**src/rtl/i2s_rx_pkg.sv**
```systemverilog
package i2s_rx_pkg;
  localparam int SAMPLE_W = 16;

  typedef struct packed {
    logic                right;
    logic [SAMPLE_W-1:0] data;
  } rx_sample_t;
endpackage

```
**src/rtl/i2s_rx_deser.sv**
```systemverilog
module i2s_rx_deser
  import i2s_rx_pkg::*;
(
  input  logic       clk_i,
  input  logic       rst_ni,
  input  logic       active_i,
  input  logic       sck_i,
  input  logic       ws_i,
  input  logic       sd_i,
  output logic       smp_valid_o,
  output rx_sample_t smp_o
);
  localparam int CNT_W = $clog2(SAMPLE_W + 1);

  logic                sck_q, primed_q, synced_q, ws_q;
  logic [SAMPLE_W-1:0] shreg_q, shreg_nxt;
  logic [CNT_W-1:0]    cnt_q, cnt_nxt, pad;
  logic                rise, take, ws_edge;

  assign rise    = sck_i & ~sck_q;
  assign ws_edge = primed_q & (ws_i != ws_q);

  always_comb begin
    take      = cnt_q < CNT_W'(SAMPLE_W);
    shreg_nxt = take ? {shreg_q[SAMPLE_W-2:0], sd_i} : shreg_q;
    cnt_nxt   = take ? cnt_q + 1'b1 : cnt_q;
    pad       = CNT_W'(SAMPLE_W) - cnt_nxt;   // MSB-align short words
  end

  always_ff @(posedge clk_i or negedge rst_ni) begin
    if (!rst_ni) begin
      sck_q       <= 1'b0;
      primed_q    <= 1'b0;
      synced_q    <= 1'b0;
      ws_q        <= 1'b0;
      shreg_q     <= '0;
      cnt_q       <= '0;
      smp_valid_o <= 1'b0;
      smp_o       <= '0;
    end else begin
      sck_q       <= sck_i;
      smp_valid_o <= 1'b0;
      if (!active_i) begin
        primed_q <= 1'b0;
        synced_q <= 1'b0;
        shreg_q  <= '0;
        cnt_q    <= '0;
      end else if (rise) begin
        primed_q <= 1'b1;
        ws_q     <= ws_i;
        if (ws_edge) begin
          synced_q <= 1'b1;
          shreg_q  <= '0;
          cnt_q    <= '0;
          if (synced_q) begin
            smp_valid_o <= 1'b1;
            smp_o.data  <= shreg_nxt << pad;
            smp_o.right <= ws_q;
          end
        end else begin
          shreg_q <= shreg_nxt;
          cnt_q   <= cnt_nxt;
        end
      end
    end
  end

  // at most one sample per bit clock edge
  assert_single_sample_R1: assert property (@(posedge clk_i) disable iff (!rst_ni)
    smp_valid_o |=> !smp_valid_o);

  assert_stop_when_idle_R8: assert property (@(posedge clk_i) disable iff (!rst_ni)
    !active_i |=> !smp_valid_o);
endmodule

```
**src/rtl/i2s_rx_fifo.sv**
```systemverilog
module i2s_rx_fifo
  import i2s_rx_pkg::*;
#(
  parameter int DEPTH = 16,
  localparam int AW = $clog2(DEPTH),
  localparam int CW = $clog2(DEPTH + 1)
) (
  input  logic          clk_i,
  input  logic          rst_ni,
  input  logic          flush_i,
  input  logic          wr_i,
  input  rx_sample_t    wr_data_i,
  input  logic          rd_i,
  output rx_sample_t    rd_data_o,
  output logic [CW-1:0] level_o,
  output logic          ovr_o
);
  rx_sample_t    mem [DEPTH];
  logic [AW-1:0] wptr_q, rptr_q;
  logic [CW-1:0] cnt_q;
  logic          full, empty, rd_fire, wr_fire;

  function automatic logic [AW-1:0] ptr_inc(input logic [AW-1:0] p);
    return (p == AW'(DEPTH - 1)) ? '0 : p + 1'b1;
  endfunction

  assign full    = cnt_q == CW'(DEPTH);
  assign empty   = cnt_q == '0;
  assign rd_fire = rd_i & ~empty & ~flush_i;
  assign wr_fire = wr_i & ~flush_i & (~full | rd_fire);
  assign ovr_o   = wr_i & ~flush_i & full & ~rd_fire;

  assign rd_data_o = empty ? '0 : mem[rptr_q];
  assign level_o   = cnt_q;

  always_ff @(posedge clk_i) begin
    if (wr_fire) mem[wptr_q] <= wr_data_i;
  end

  always_ff @(posedge clk_i or negedge rst_ni) begin
    if (!rst_ni) begin
      wptr_q <= '0;
      rptr_q <= '0;
      cnt_q  <= '0;
    end else if (flush_i) begin
      wptr_q <= '0;
      rptr_q <= '0;
      cnt_q  <= '0;
    end else begin
      if (wr_fire) wptr_q <= ptr_inc(wptr_q);
      if (rd_fire) rptr_q <= ptr_inc(rptr_q);
      case ({wr_fire, rd_fire})
        2'b10:   cnt_q <= cnt_q + 1'b1;
        2'b01:   cnt_q <= cnt_q - 1'b1;
        default: cnt_q <= cnt_q;
      endcase
    end
  end

  assert_flush_clears_R8: assert property (@(posedge clk_i) disable iff (!rst_ni)
    flush_i |=> (level_o == '0));

  assert_no_overflow_R4: assert property (@(posedge clk_i) disable iff (!rst_ni)
    ovr_o |=> (level_o == CW'(DEPTH)) && $stable(wptr_q));

  assert_level_bound_R3: assert property (@(posedge clk_i) disable iff (!rst_ni)
    level_o <= CW'(DEPTH));
endmodule

```
**src/rtl/i2s_rx_ctrl.sv**
```systemverilog
module i2s_rx_ctrl #(
  parameter int CW = 5
) (
  input  logic          clk_i,
  input  logic          rst_ni,
  input  logic          active_i,
  input  logic [CW-1:0] level_i,
  input  logic [CW-1:0] thresh_i,
  input  logic          ovr_evt_i,
  input  logic          ovr_clr_i,
  input  logic          ovr_ie_i,
  output logic          dma_req_o,
  output logic          ovr_o,
  output logic          irq_o
);
  always_ff @(posedge clk_i or negedge rst_ni) begin
    if (!rst_ni) begin
      dma_req_o <= 1'b0;
      ovr_o     <= 1'b0;
    end else begin
      dma_req_o <= active_i & (level_i >= thresh_i);
      if (ovr_evt_i)      ovr_o <= 1'b1;   // set wins over clear
      else if (ovr_clr_i) ovr_o <= 1'b0;
    end
  end

  assign irq_o = ovr_o & ovr_ie_i;

  assert_req_masked_R10: assert property (@(posedge clk_i) disable iff (!rst_ni)
    !active_i |=> !dma_req_o);

  assert_req_on_level_R7: assert property (@(posedge clk_i) disable iff (!rst_ni)
    (active_i && (level_i >= thresh_i)) |=> dma_req_o);

  assert_ovr_sticky_R5: assert property (@(posedge clk_i) disable iff (!rst_ni)
    (ovr_o && !ovr_clr_i) |=> ovr_o);

  assert_ovr_set_R4: assert property (@(posedge clk_i) disable iff (!rst_ni)
    ovr_evt_i |=> ovr_o);
endmodule

```
**src/rtl/i2s_rx_top.sv**
```systemverilog
module i2s_rx_top
  import i2s_rx_pkg::*;
#(
  parameter int DEPTH = 16,
  localparam int CW = $clog2(DEPTH + 1)
) (
  input  logic                clk_i,
  input  logic                rst_ni,
  input  logic                en_i,
  input  logic                rec_dis_i,
  input  logic                sck_i,
  input  logic                ws_i,
  input  logic                sd_i,
  input  logic                rd_i,
  output logic [SAMPLE_W-1:0] rd_data_o,
  output logic                rd_right_o,
  output logic [CW-1:0]       level_o,
  input  logic [CW-1:0]       thresh_i,
  output logic                dma_req_o,
  input  logic                ovr_ie_i,
  input  logic                ovr_clr_i,
  output logic                ovr_o,
  output logic                irq_o
);
  logic       active, smp_valid, ovr_evt;
  rx_sample_t smp, head;

  assign active = en_i & ~rec_dis_i;

  i2s_rx_deser u_deser (
    .clk_i       (clk_i),
    .rst_ni      (rst_ni),
    .active_i    (active),
    .sck_i       (sck_i),
    .ws_i        (ws_i),
    .sd_i        (sd_i),
    .smp_valid_o (smp_valid),
    .smp_o       (smp)
  );

  i2s_rx_fifo #(.DEPTH(DEPTH)) u_fifo (
    .clk_i     (clk_i),
    .rst_ni    (rst_ni),
    .flush_i   (~active),
    .wr_i      (smp_valid),
    .wr_data_i (smp),
    .rd_i      (rd_i & active),
    .rd_data_o (head),
    .level_o   (level_o),
    .ovr_o     (ovr_evt)
  );

  i2s_rx_ctrl #(.CW(CW)) u_ctrl (
    .clk_i     (clk_i),
    .rst_ni    (rst_ni),
    .active_i  (active),
    .level_i   (level_o),
    .thresh_i  (thresh_i),
    .ovr_evt_i (ovr_evt),
    .ovr_clr_i (ovr_clr_i),
    .ovr_ie_i  (ovr_ie_i),
    .dma_req_o (dma_req_o),
    .ovr_o     (ovr_o),
    .irq_o     (irq_o)
  );

  assign rd_data_o  = active ? head.data  : '0;
  assign rd_right_o = active ? head.right : 1'b0;

  assert_read_zero_R9: assert property (@(posedge clk_i) disable iff (!rst_ni)
    rec_dis_i |-> (rd_data_o == '0) && !rd_right_o);

  assert_flush_on_disable_R11: assert property (@(posedge clk_i) disable iff (!rst_ni)
    !en_i |=> (level_o == '0) && !dma_req_o);
endmodule

```
**config.mk**
```make
export PLATFORM = sky130hd
export DESIGN_NAME = i2s_rx_top
export DESIGN_NICKNAME = d
export VERILOG_FILES = /design/src/rtl/i2s_rx_pkg.sv /design/src/rtl/i2s_rx_deser.sv /design/src/rtl/i2s_rx_fifo.sv /design/src/rtl/i2s_rx_ctrl.sv /design/src/rtl/i2s_rx_top.sv
export SDC_FILE = /design/constraint.sdc
export NUM_CORES = 1
export LEC_CHECK = 0
export BUFFER_PORTS_ARGS = -buffer_cell sky130_fd_sc_hd__buf_2
export CAP_MARGIN = 20
export CORE_MARGIN = 3
export CORE_UTILIZATION = 35
export CTS_CLUSTER_SIZE = 16
export DETAILED_ROUTE_END_ITERATION = 8
export PLACE_DENSITY_LB_ADDON = 0.1
export SLEW_MARGIN = 20
export SYNTH_ARGS = -nofsm -noshare
export SYNTH_HDL_FRONTEND = slang
export SYNTH_SLANG_ARGS = --single-unit
```
**constraint.sdc**
```tcl
create_clock -name clk_i -period 4.11 [get_ports clk_i]
set_clock_uncertainty 0.2 [all_clocks]
set_input_delay 0.6165 -clock clk_i [delete_from_list [all_inputs] [get_ports clk_i]]
set_output_delay 0.6165 -clock clk_i [all_outputs]
set_load 0.05 [all_outputs]
```
* Word level (Yosys, flattened, before mapping)
Memory sizes are Yosys's and may differ from the RTL's.
Index checks and enable logic that the tools add are counted.
** Operators by class
- Add/subtract/negate cells :: 6
- Magnitude comparators :: 2
- Eq/ne operators :: 11
- Shifts and indexed selects :: 1
- Multiplexer cells :: 32
- Bitwise logic cells :: 18
- Reduce and logical (&&, ||, !) cells :: 5
** Operators with widths (number)
- 2-to-1 mux 16 bit :: 5
- 2-to-1 mux 5 bit :: 5
- 2-to-1 mux 4 bit :: 6
- 2-to-1 mux 17 bit :: 1
- left shift 16 x 5 -> 16 bit :: 1
- 2-to-1 mux 1 bit :: 14
- bitwise AND 1 bit :: 12
- adder 5 x 1 -> 5 bit (second input constant) :: 2
- case mux 5 bit (2 select lines) :: 1
- adder 4 x 1 -> 4 bit (second input constant) :: 2
- == test 4 bit (second input constant) :: 2
- != test 2 x 1 -> 1 bit (second input constant) :: 4
- == test 5 bit (second input constant) :: 1
- >= comparator 5 bit :: 1
- zero test 5 bit :: 1
- less-than comparator 5 bit (second input constant) :: 1
- NOT 1 bit :: 5
- subtractor 5 x 1 -> 5 bit (second input constant) :: 1
- subtractor 5 bit (first input constant) :: 1
- AND reduction 2 bit :: 2
- AND reduction 4 bit :: 1
- != test 3 x 1 -> 1 bit (second input constant) :: 1
- == test 2 x 1 -> 1 bit (second input constant) :: 1
- == test 2 bit (second input constant) :: 1
- 3 further kinds :: 3
** Word-level totals
- Register bits :: 58
- Memory bits (writable) :: 272
- Bits of input ports :: 15
- Output and inout port bits :: 25
- Logic and storage cells :: 90
- Memories kept :: 1
** Memory list
- u_fifo.mem :: depth 16, width 17, rd ports 1, clocked after memory_dff 0, write ports 1, RTL line i2s_rx_fifo.sv:18 : rx_sample_t mem [DEPTH];

* Longest topological paths before layout
Gate-level depths: netlist of run 1.
- Depth in word-level cells :: 10
- Depth in mapped cells :: 12
- Mapped depth without buffers :: 9

* Cells and area by module
Synthesis of run 1 repeated with hierarchy kept, for this count alone.
** Second synthesis, totals
- Cell total of the unflattened synthesis :: 811
- Area, all modules :: 14400.1 um^2
** By module, submodules not included
- i2s_rx_fifo :: instances 1, cells an instance 523, area each 11347.1 um^2, seq. area each 8493.1 um^2
- i2s_rx_deser :: instances 1, cells an instance 242, area each 2660.1 um^2, seq. area each 1076.0 um^2
- i2s_rx_top :: instances 1, cells an instance 24, area each 202.7 um^2, seq. area each 0.0 um^2
- i2s_rx_ctrl :: instances 1, cells an instance 22, area each 190.2 um^2, seq. area each 50.0 um^2

* Least setup slack after synthesis of run 1
Ideal clock, no wire load.
- Path type :: flip-flop to flip-flop
- Start point :: register u_deser.cnt_q[4]
- End point :: register u_deser.smp_o[14] (netlist name)
- Setup time :: 0.081 ns
- Arrival :: 2.639 ns
- Data required time :: 3.829 ns
- Setup slack :: 1.190 ns
- Stages on the path, launching flop included :: 13
- Buffers on the path :: 4
- Period minus slack after synthesis :: 2.920 ns
- Cells stage by stage :: dfrtp_1 > clkbuf_4 > buf_6 > buf_2 > xor2_1 > ha_1 > xnor2_2 > xnor2_4 > buf_2 > mux2_2 > nand2_1 > o211ai_2 > a31oi_2
** Between the ends
- Word-level cells in the longest chain between the ends :: 4
- Elaborated cells on any way between the ends :: 6
- Classes of those cells :: 2 x add/sub; 1 x order compare; 1 x shift; 2 x mux
** RTL lines
- start: declaration :: RTL line i2s_rx_deser.sv:17 : logic [CNT_W-1:0] cnt_q, cnt_nxt, pad;
- start signal: assignment :: RTL line i2s_rx_deser.sv:62 : cnt_q <= cnt_nxt;
- adder 5 x 1 -> 5 bit or less-than comparator 5 bit (tied branches) :: RTL line i2s_rx_deser.sv:26, i2s_rx_deser.sv:24
- 2-to-1 mux 5 bit :: RTL line i2s_rx_deser.sv:26 : cnt_nxt = take ? cnt_q + 1'b1 : cnt_q;
- subtractor 5 bit :: RTL line i2s_rx_deser.sv:27 : pad = CNT_W'(SAMPLE_W) - cnt_nxt;
- left shift 16 x 5 -> 16 bit (*) :: RTL line i2s_rx_deser.sv:57 : smp_o.data <= shreg_nxt << pad;
- end: declaration :: RTL line i2s_rx_deser.sv:11 : output rx_sample_t smp_o
Every way passes the cells marked *; elsewhere a longest branch is shown, timed or not.
A chain may end at the register's enable or synchronous reset.

* Worst setup path after layout of run 1
- Start point :: register u_fifo.rptr_q[0]
- End point :: output port rd_data_o[11]
** Between the ends
- Word-level cells in the longest chain between the ends :: 3
** RTL lines
- start: declaration :: RTL line i2s_rx_fifo.sv:19 : logic [AW-1:0] wptr_q, rptr_q;
- start signal: assignment :: RTL line i2s_rx_fifo.sv:51 : if (rd_fire) rptr_q <= ptr_inc(rptr_q);
- memory (16 x 17 bit)
- 2-to-1 mux 17 bit :: RTL line i2s_rx_fifo.sv:33 : assign rd_data_o = empty ? '0 : mem[rptr_q];
- 2-to-1 mux 16 bit :: RTL line i2s_rx_top.sv:67 : assign rd_data_o = active ? head.data : '0;
- end: declaration :: RTL line i2s_rx_top.sv:15 : output logic [SAMPLE_W-1:0] rd_data_o,
No other way between the ends.

==> results.cfg, run 1 <==
[grt]
gr-total-overflow = 0
grt_max_degree = 39
antenna_found_initial = 1
grt_usage = 0.157
grt_pass1_wl_um = 50700
grt_pass1_vias = 7889

[timing]
finalCritPeriodShare = 0.951
finalSetupTns_ps = 0
setup_viol = 0
fin_crit_ps = 3910
hold_ws_ps = 36.0
relSlewSlack = 0.321
final_hold_viol_count = 0
rsz0062_at_grt = no
worstMarginPinSlew_ps = 1020
maxSlewViolCount = 0
max_freq_ghz = 0.256

[power_and_ir_drop]
p_total_w = 0.00684
power.leakage_nw = 4.88
irDropWorstVdd_v = 0.000298
power_density_nw_per_um2 = 422

[setup_path]
arrival_ps = 3090
crit_required_ps = 3290
path_cells = buf_12, mux4_2, mux4_2, and3_1, buf_2
start_kind = flip-flop
worstSetupPathType = reg -> out
rrSetupSlack_ps = 840
setup.worst_path.end_class = primary output
critPathSlowestCell = dfrtp_4
worst-path-max-fanout = 30
worstSetupStartpoint = u_fifo.rptr_q[0]$_DFFE_PN0P_
crit_path_frequent_cell = mux4_2
r2r-start = u_deser.cnt_q[1]$_DFFE_PN0P_
max_stage_delay_ps = 690

[detailed_routing]
route.detailed.drc = 0
finalWirelength_um = 33400
vias = 7391
wl_per_cell_um = 23.7
ant_nets = 0
drt_iter0_markers = 452
drt_pass1_iterations = 5
vias_per_cell = 5.25

[die]
die_w_um = 207
die-area_um2 = 42900
core_area_um2 = 39800
die_height_um = 207
rows = 73
start_util = 0.355
pin_count = 40

[job]
max-cap-violations = 0

[finish]
final_cell_mix = 272 x edfxtp_1, 85 x mux4_2, 56 x dfrtp_1
layoutNonFillerInstCount = 1409
fillers = 3667
stdcell_area_um2 = 16200
area_growth_pct = 14.7
diodes = 0
layout-drive-gt1-share = 0.290
final_common_cell = edfxtp_1
finalNetCount = 886

[clock_network]
clock_path_buffers = 3
ctsResizeCount = 0
clk_pin_slew_ps = 60
h-tree-depth = 2
cts_buffers = 38
cts_tree = yes
cts_setup_buffers = 0
hold_buffers = 1
clock_latency_ps = 540
clkSinkCount = 330
cts-root-buf = clkbuf_16

[logic_synthesis]
ys_warn_count = 0
seq_area_frac_synth = 0.680
synth_top_area_share = 0.577
synth_area_leaders = edfxtp_1 58%, mux4_2 14%, dfrtp_1 10%
ys_types = 64
synthArstFlopShare = 0.176
yosys.area.top_type = edfxtp_1
synth_area_um2 = 14100
synth_edf_count = 272
syn_nets = 820
synth-seq-cells = 330
avgSynthCellArea_um2 = 17.9
synth_ff_type = edfxtp_1
syn_inst = 791

[placement]
hpwl_um = 19300
post_dp_cell_area_um2 = 15000
portBuffers = 39
placed_cells = 1341
place_congestion = 0.766

[status]
status = finished, final reports clean

[min_path]
hp-class = in -> async
==> worst max-delay path, delay by kind of cell (launching register included) <==
kind / cells / cell delay (ps)
DFF: 1 / 690
muxes: 2 / 1030
buffers and inverters: 2 / 550
and+or+nand+nor: 1 / 240
==> where the power goes <==
| part | switching, W | internal, W | total (W) |
|---|---|---|---|
| clock network | 0.00132 | 0.00184 | 0.00316 |
| registers | 0.00000527 | 0.00358 | 0.00359 |
| logic | 0.0000655 | 0.0000350 | 0.000100 |
==> routing by layer <==
metal / vias to the layer above / track usage / share of wire
met5: - / 0 / 0
met4: 0 / 0.0438 / 0.018
met3: 42 / 0.0286 / 0.037
met2: 132 / 0.264 / 0.50
met1: 3933 / 0.211 / 0.44
li1: 3284 / - / -
==> state kept, by name, indices dropped and copies added, names as in the netlist <==
| register | cells |
|---|---|
| u_fifo.level_o | 5 |
| u_deser.ws_q | 1 |
| u_deser.synced_q | 1 |
| u_deser.cnt_q | 5 |
| u_fifo.mem | 272 |
| u_deser.primed_q | 1 |
| u_ctrl.dma_req_o | 1 |
| u_deser.shreg_q | 16 |
| u_deser.sck_q | 1 |
| u_ctrl.ovr_o | 1 |
| u_fifo.wptr_q | 4 |
| u_deser.smp_valid_o | 1 |
| u_deser.smp_o | 17 |
| u_fifo.rptr_q | 4 |
==> synth_stat cells (2+ instances only) <==
cell type / number
mux2_4: 2
nand2b_1: 10
buf_2: 9
ha_1: 14
o21ai_1: 2
mux2_2: 24
dfrtp_1: 58
nor3_1: 9
o211ai_2: 2
nor2_1: 32
and3_1: 17
a31oi_2: 2
edfxtp_1: 272
nand3b_1: 3
nor4_2: 2
buf_4: 7
nand4b_1: 2
mux4_2: 85
o21ai_0: 7
nand2_1: 31
and2_1: 19
a21o_1: 4
mux2i_1: 28
inv_1: 12
clkbuf_1: 25
a21oi_1: 24
xnor2_1: 2
buf_6: 3
or3_1: 3
a31oi_1: 3
nor2b_1: 6
or4_1: 2
a22o_1: 16
o211ai_1: 3
nand3_1: 15
xor2_1: 8
==> cells by family after synthesis <==
group	share of synthesized area
xor+xnor	0.00929
simple gates	0.0602
flops	0.680
mux	0.176
fa+ha+maj	0.0124
compound gates	0.0420
buf+inv	0.0199
==> per-stage QoR <==
stage | utilization | worst slack (ps)
global placement | 0.377 | 724
floorplan | - | 1190
global route | 0.407 | 54.5
detailed placement | 0.377 | 713
finish | 0.407 | 203
CTS | 0.407 | 121
==> final cells by class <==
type / instances / area, um^2 / area share
Sequential cell: 330 / 9620 / 0.593
Timing Repair Buffer: 71 / 463 / 0.0285
Inverter: 13 / 48.8 / 0.00301
Clock buffer: 52 / 1030 / 0.0638
Tap cell: 525 / 657 / 0.0405
Clock inverter: 15 / 134 / 0.00825
Multi-Input combinational cell: 403 / 4260 / 0.263
==> final timing paths <==
path / to / cells after the start
min reg2reg: u_deser.synced_q$_DFFE_PN0P_ / 2
max reg2reg: u_deser.smp_o[8]$_DFFE_PN0P_ / 9
max: rd_data_o[11] / 5
min: u_fifo.level_o[3]$_DFFE_PN0P_ / 1
min in group clk_i: u_ctrl.ovr_o$_DFFE_PN0P_ / 2
max in group asynchronous: u_deser.shreg_q[6]$_DFFE_PN0P_ / 2
No activity file was read; power rests on OpenSTA's default activity.
==> run 2, diff against run 1 <==
--- a/config.mk
+++ b/config.mk
@@ -5,6 +5,7 @@
 export SDC_FILE = /design/constraint.sdc
 export NUM_CORES = 1
 export LEC_CHECK = 0
+export ABC_AREA = 1
 export BUFFER_PORTS_ARGS = -buffer_cell sky130_fd_sc_hd__buf_2
 export CAP_MARGIN = 20
 export CORE_MARGIN = 3
@@ -15,4 +16,5 @@
 export SLEW_MARGIN = 20
 export SYNTH_ARGS = -nofsm -noshare
 export SYNTH_HDL_FRONTEND = slang
+export SYNTH_HIERARCHICAL = 1
 export SYNTH_SLANG_ARGS = --single-unit
==> results.cfg, run 2 <==
[status]
status = finished, final reports clean

[clock_network]
cts-root-buf = clkbuf_16
clock_path_buffers = 3
clock_latency_ps = 530
cts_buffers = 38
clk_pin_slew_ps = 60
clkSinkCount = 330
h-tree-depth = 2
cts_tree = yes

[die]
die_w_um = 211
pin_count = 40
die_height_um = 211
die-area_um2 = 44500
core_area_um2 = 41100
rows = 74
start_util = 0.357

[finish]
fillers = 3994
area_growth_pct = 14.3
layout-drive-gt1-share = 0.150
final_cell_mix = 340 x nand2_1, 272 x edfxtp_1, 81 x inv_1
regMostFlops = u_fifo/mem
largest_reg_flops = 272
final_common_cell = nand2_1
finalNetCount = 1418
reg_top3 = u_fifo/mem (272), u_deser/smp_o (17), u_deser/shreg_q (16)

[placement]
portBuffers = 39
place_congestion = 0.828
hpwl_um = 24100

[power_and_ir_drop]
power_density_nw_per_um2 = 419
p_comb_frac = 0.040
swShare = 0.221
irDropWorstVdd_v = 0.000276
p_switching_w = 0.00156
p_int_w = 0.00549
p_total_w = 0.00704
pwr-share-seq = 0.510
power.leakage_nw = 6.28
p_clk_frac = 0.450

[detailed_routing]
drt_iter0_markers = 753
wl_per_cell_um = 20.6
route.detailed.drc = 0
vias = 10000
ant_nets = 0
drt_pass1_iterations = 5
vias_per_cell = 5.15
finalWirelength_um = 40100

[logic_synthesis]
synthArstFlopShare = 0.176
synth_area_leaders = edfxtp_1 56%, dfrtp_1 9.9%, nand2_1 8.7%
yosysMostFrequentCell = nand2_1
synth_edf_count = 272
ys_types = 43
yosys.area.top_type = edfxtp_1
syn_nets = 1364
synth_commonest_cells = 340 x nand2_1, 272 x edfxtp_1, 88 x nor2_1, 81 x inv_1, 74 x a21oi_1
syn_inst = 1335
avgSynthCellArea_um2 = 11.0
synth_top_area_share = 0.556
synth-seq-cells = 330
synth_area_um2 = 14700
seq_area_frac_synth = 0.655
synth_ff_type = edfxtp_1
ys_warn_count = 6

[setup_path]
critPathBufInv = 3
critical_path.top_delay_family = buffers and inverters
rrSetupSlack_ps = 1110
reg2reg_to = u_deser/smp_o[10]$_DFFE_PN0P_
start_kind = flip-flop
arrival_ps = 3180
worst-path-max-fanout = 12
crit_path_frequent_cell = nor2_2
max_stage_delay_ps = 780
worstSetupPathType = reg -> out
critPathSlowestCell = a211oi_1
r2r-start = u_deser/cnt_q[4]$_DFFE_PN0P_
setup.worst_path.end_class = primary output
crit_required_ps = 3290
path_cells = nor2_2, nand3_4, clkinv_1, a211oi_1, inv_1, nor2_2, buf_2
r2r_cells = 9

[grt]
antenna_found_initial = 1
grt_pass1_wl_um = 61100
gr-total-overflow = 0
grt_pass1_vias = 9809
grt_usage = 0.180
grt_max_degree = 75

[timing]
worstMarginPinSlew_ps = 968
finalSetupTns_ps = 0
setup_viol = 0
finalCritPeriodShare = 0.973
maxSlewViolCount = 0
relSlewSlack = 0.355
fin_crit_ps = 4000
final_hold_viol_count = 0
max_freq_ghz = 0.250
rsz0062_at_grt = no

[job]
max-cap-violations = 0

[min_path]
hp-class = in -> async
## run 2: cell count changes after synthesis, sizes merged, moves of 25 or more
cell / delta
nor2: +83
o21ai: +53
a21oi: +51
mux2: -26
nand3: +49
nand2: +325
mux4: -85
o22ai: +38
buf: +25
inv: +81
## run 2: power by group through the flow
stage / Clock [W] / Sequential, W / Combinational (W)
2_1_floorplan: 0 / 0.00366 / 0.000196
3_3_place_gp: 0 / 0.00366 / 0.000284
3_5_place_dp: 0 / 0.00366 / 0.000283
4_1_cts: 0.00326 / 0.00359 / 0.000285
5_1_grt: 0.00339 / 0.00359 / 0.000315
6_report: 0.00317 / 0.00359 / 0.000282
## run 2: cells by family after synthesis
family,share of synthesized area
adder cells (fa/ha/maj),0.0119
AO/OA/AOI/OAI,0.106
flip-flops,0.655
multiplexers,0.0116
buffers and inverters,0.0499
XOR/XNOR,0.00230
AND/OR/NAND/NOR,0.164
## run 2: what timing repair did
| action | CTS | global route |
|---|---|---|
| gates resized for setup | 0 | 1 |
| endpoints found under the hold margin | 1 | 0 |
| setup endpoints to repair | 0 | 2 |
| buffers inserted | 0 | 1 |
| hold buffers | 1 | 0 |
## run 2: area by class of cell
cell class | count | area, um^2 | area share
Multi-Input combinational cell | 842 | 4390 | 0.261
Timing Repair Buffer | 80 | 573 | 0.0341
Sequential cell | 330 | 9620 | 0.573
Antenna cell | 1 | 2.50 | 0.000149
Inverter | 97 | 385 | 0.0229
Tap cell | 532 | 666 | 0.0396
Clock inverter | 18 | 104 | 0.00618
Clock buffer | 50 | 1060 | 0.0630
## run 2: worst max-delay path by stage
stage          slack, ps                           to  cells past startpoint                     startpoint
3_5_place_dp         710                 rd_data_o[5]                      9   u_fifo/rptr_q[0]$_DFFE_PN0P_
6_report             110                 rd_data_o[3]                      7  u_fifo/level_o[0]$_DFFE_PN0P_
2_1_floorplan       1150  u_fifo/mem[11][0]$_DFFE_PP_                     10                      rec_dis_i
5_1_grt               80                rd_data_o[11]                      7  u_fifo/level_o[0]$_DFFE_PN0P_
4_1_cts              130                 rd_data_o[5]                      9   u_fifo/rptr_q[0]$_DFFE_PN0P_
3_3_place_gp         690                 rd_data_o[5]                      9   u_fifo/rptr_q[0]$_DFFE_PN0P_
## run 2: metrics by stage
step	utilization	instance area, um^2	setup slack (ps)	cells	hold slack [ps]
floorplan	-	14700	1150	1335	121
global placement	0.379	15600	688	1879	316
detailed placement	0.379	15600	713	1879	325
CTS	0.408	16800	134	1948	37.8
global route	0.409	16800	80.1	1949	76.4
finish	0.409	16800	109	1950	47.8
## run 2: routing by layer
metal	wire, um	GRT usage
met2	18900	0.294
met5	0	0
met4	864	0.0513
met3	2080	0.0255
met1	18300	0.254
==> run 3, diff against run 2 <==
--- a/config.mk
+++ b/config.mk
@@ -8,11 +8,12 @@
 export ABC_AREA = 1
 export BUFFER_PORTS_ARGS = -buffer_cell sky130_fd_sc_hd__buf_2
 export CAP_MARGIN = 20
-export CORE_MARGIN = 3
+export CORE_MARGIN = 1
 export CORE_UTILIZATION = 35
 export CTS_CLUSTER_SIZE = 16
 export DETAILED_ROUTE_END_ITERATION = 8
 export PLACE_DENSITY_LB_ADDON = 0.1
+export RECOVER_POWER = 50
 export SLEW_MARGIN = 20
 export SYNTH_ARGS = -nofsm -noshare
 export SYNTH_HDL_FRONTEND = slang
==> results.cfg, run 3 (synthesized netlist as in run 2, its figures left out) <==
[die]
die_w_um = 207
core_area_um2 = 41100
rows = 74
die_height_um = 207
pin_count = 40
start_util = 0.357
die-area_um2 = 42800

[clock_network]
clock_path_buffers = 3
ctsResizeCount = 0
cts_tree = yes
clock_latency_ps = 550
cts_setup_buffers = 0
cts_buffers = 38
h-tree-depth = 2
clkSinkCount = 330
cts-root-buf = clkbuf_16
hold_buffers = 2
clk_pin_slew_ps = 60

[timing]
setup_ws_ps = 278
setup_viol = 0
max_freq_ghz = 0.261
relSlewSlack = -0.0744
finalSetupTns_ps = 0
fin_crit_ps = 3830
hold_ws_ps = 52.6
finalCritPeriodShare = 0.932
worstMarginPinSlew_ps = 1610
rsz0062_at_grt = no
maxSlewViolCount = 27
final_hold_viol_count = 0

[finish]
multi_input_area_um2 = 4360
reg_top3 = u_fifo/mem (272), u_deser/smp_o (17), u_deser/shreg_q (16)
regMostFlops = u_fifo/mem
finalNetCount = 1420
diodes = 0
final_cell_mix = 341 x nand2_1, 272 x edfxtp_1, 81 x inv_1
seq_area_um2 = 9620
area_growth_pct = 14.6
final_core_util = 0.410
largest_reg_flops = 272
fillers = 4008
final_common_cell = nand2_1
layout-drive-gt1-share = 0.148

[power_and_ir_drop]
power_density_nw_per_um2 = 427
irDropWorstVdd_v = 0.000266
power.leakage_nw = 6.31

[grt]
grt_pass1_vias = 9912
antenna_found_initial = 0
gr-total-overflow = 0
grt_usage = 0.193
grt_max_degree = 73
grt_pass1_wl_um = 60900

[setup_path]
arrival_ps = 3020
setup.worst_path.end_class = primary output
r2r_cells = 9
worst-path-max-fanout = 63
start_kind = flip-flop
crit_required_ps = 3290
worstSetupPathType = reg -> out

[placement]
place_ws_ps = 903
place_congestion = 0.826
portBuffers = 39
hpwl_um = 24400

[detailed_routing]
highest_layer = met4
drt_iter0_markers = 786
wl_met2_um = 19000
finalWirelength_um = 40100
vias_per_cell = 5.17
ant_nets = 0
wl_per_cell_um = 20.5
drt_pass1_iterations = 7
vias = 10100
met1_length_um = 18300
route.detailed.drc = 0
dr_wl_met3_um = 1830

[status]
status = complete, but fails checks
violations = max-capacitance violations, max-slew violations

[min_path]
hp-class = in -> reg
hold_depth = 2

[job]
max-cap-violations = 1
## run 3: changes by cell type in the layout (fill, tap and decap cells not counted), moves of 3 or more
| cell | before | now |
|---|---|---|
| clkbuf_1 | 8 | 14 |
| nor2_1 | 72 | 75 |
| clkinv_1 | 12 | 5 |
| nor2_2 | 37 | 34 |
| clkbuf_8 | 2 | 7 |
## run 3: layout make-up
class                   count  share of cell area
inverters                  97              0.0229
repair buffers             82              0.0342
clock inverters            13             0.00728
well taps                 532              0.0395
multi-input cells         842               0.259
clock buffers              57              0.0661
flip-flops and latches    330               0.571
## run 3: final timing paths
path	from	endpoint	slack, ps
min in group asynchronous	rst_ni	u_deser/shreg_q[9]$_DFFE_PN0P_	810
worst max-delay path	u_fifo/rptr_q[0]$_DFFE_PN0P_	rd_right_o	280
max in group asynchronous	rst_ni	u_fifo/wptr_q[0]$_DFFE_PN0P_	1260
worst max register to register	u_fifo/level_o[0]$_DFFE_PN0P_	u_fifo/mem[4][1]$_DFFE_PP_	1110
worst min register to register	u_deser/sck_q$_DFF_PN0_	u_deser/primed_q$_DFFE_PN0P_	320
worst min-delay path	ovr_clr_i	u_ctrl/ovr_o$_DFFE_PN0P_	50
## run 3: metal layers
layer	up-vias	GRT usage
met5	-	0
met4	0	0.0576
met3	59	0.0322
met2	242	0.318
met1	4993	0.262
li1	4803	-
## run 3: metrics by stage
step / cell area [um^2] / power [W] / std cells
2_1_floorplan: 14700 / 0.00386 / 1335
3_3_place_gp: 15600 / 0.00395 / 1881
3_5_place_dp: 15600 / 0.00395 / 1881
4_1_cts: 16900 / 0.00730 / 1953
5_1_grt: 16800 / 0.00744 / 1953
6_report: 16800 / 0.00719 / 1953
## run 3: critical path, stage by stage (launching register included)
cell and delay [ps]:
dfrtp_4 510, clkinv_2 100, buf_12 270, nand2_1 90, a221oi_1 370, nor2_1 130
a211oi_1 450, inv_1 120, nor2_2 120, buf_2 270
## run 3: power breakdown
group / internal [W] / leakage (nW) / switching, W / total (W)
sequential: 0.00358 / 3.24 / 0.00000945 / 0.00359
clock: 0.00195 / 0.600 / 0.00137 / 0.00332
combinational: 0.0000792 / 2.47 / 0.000202 / 0.000281
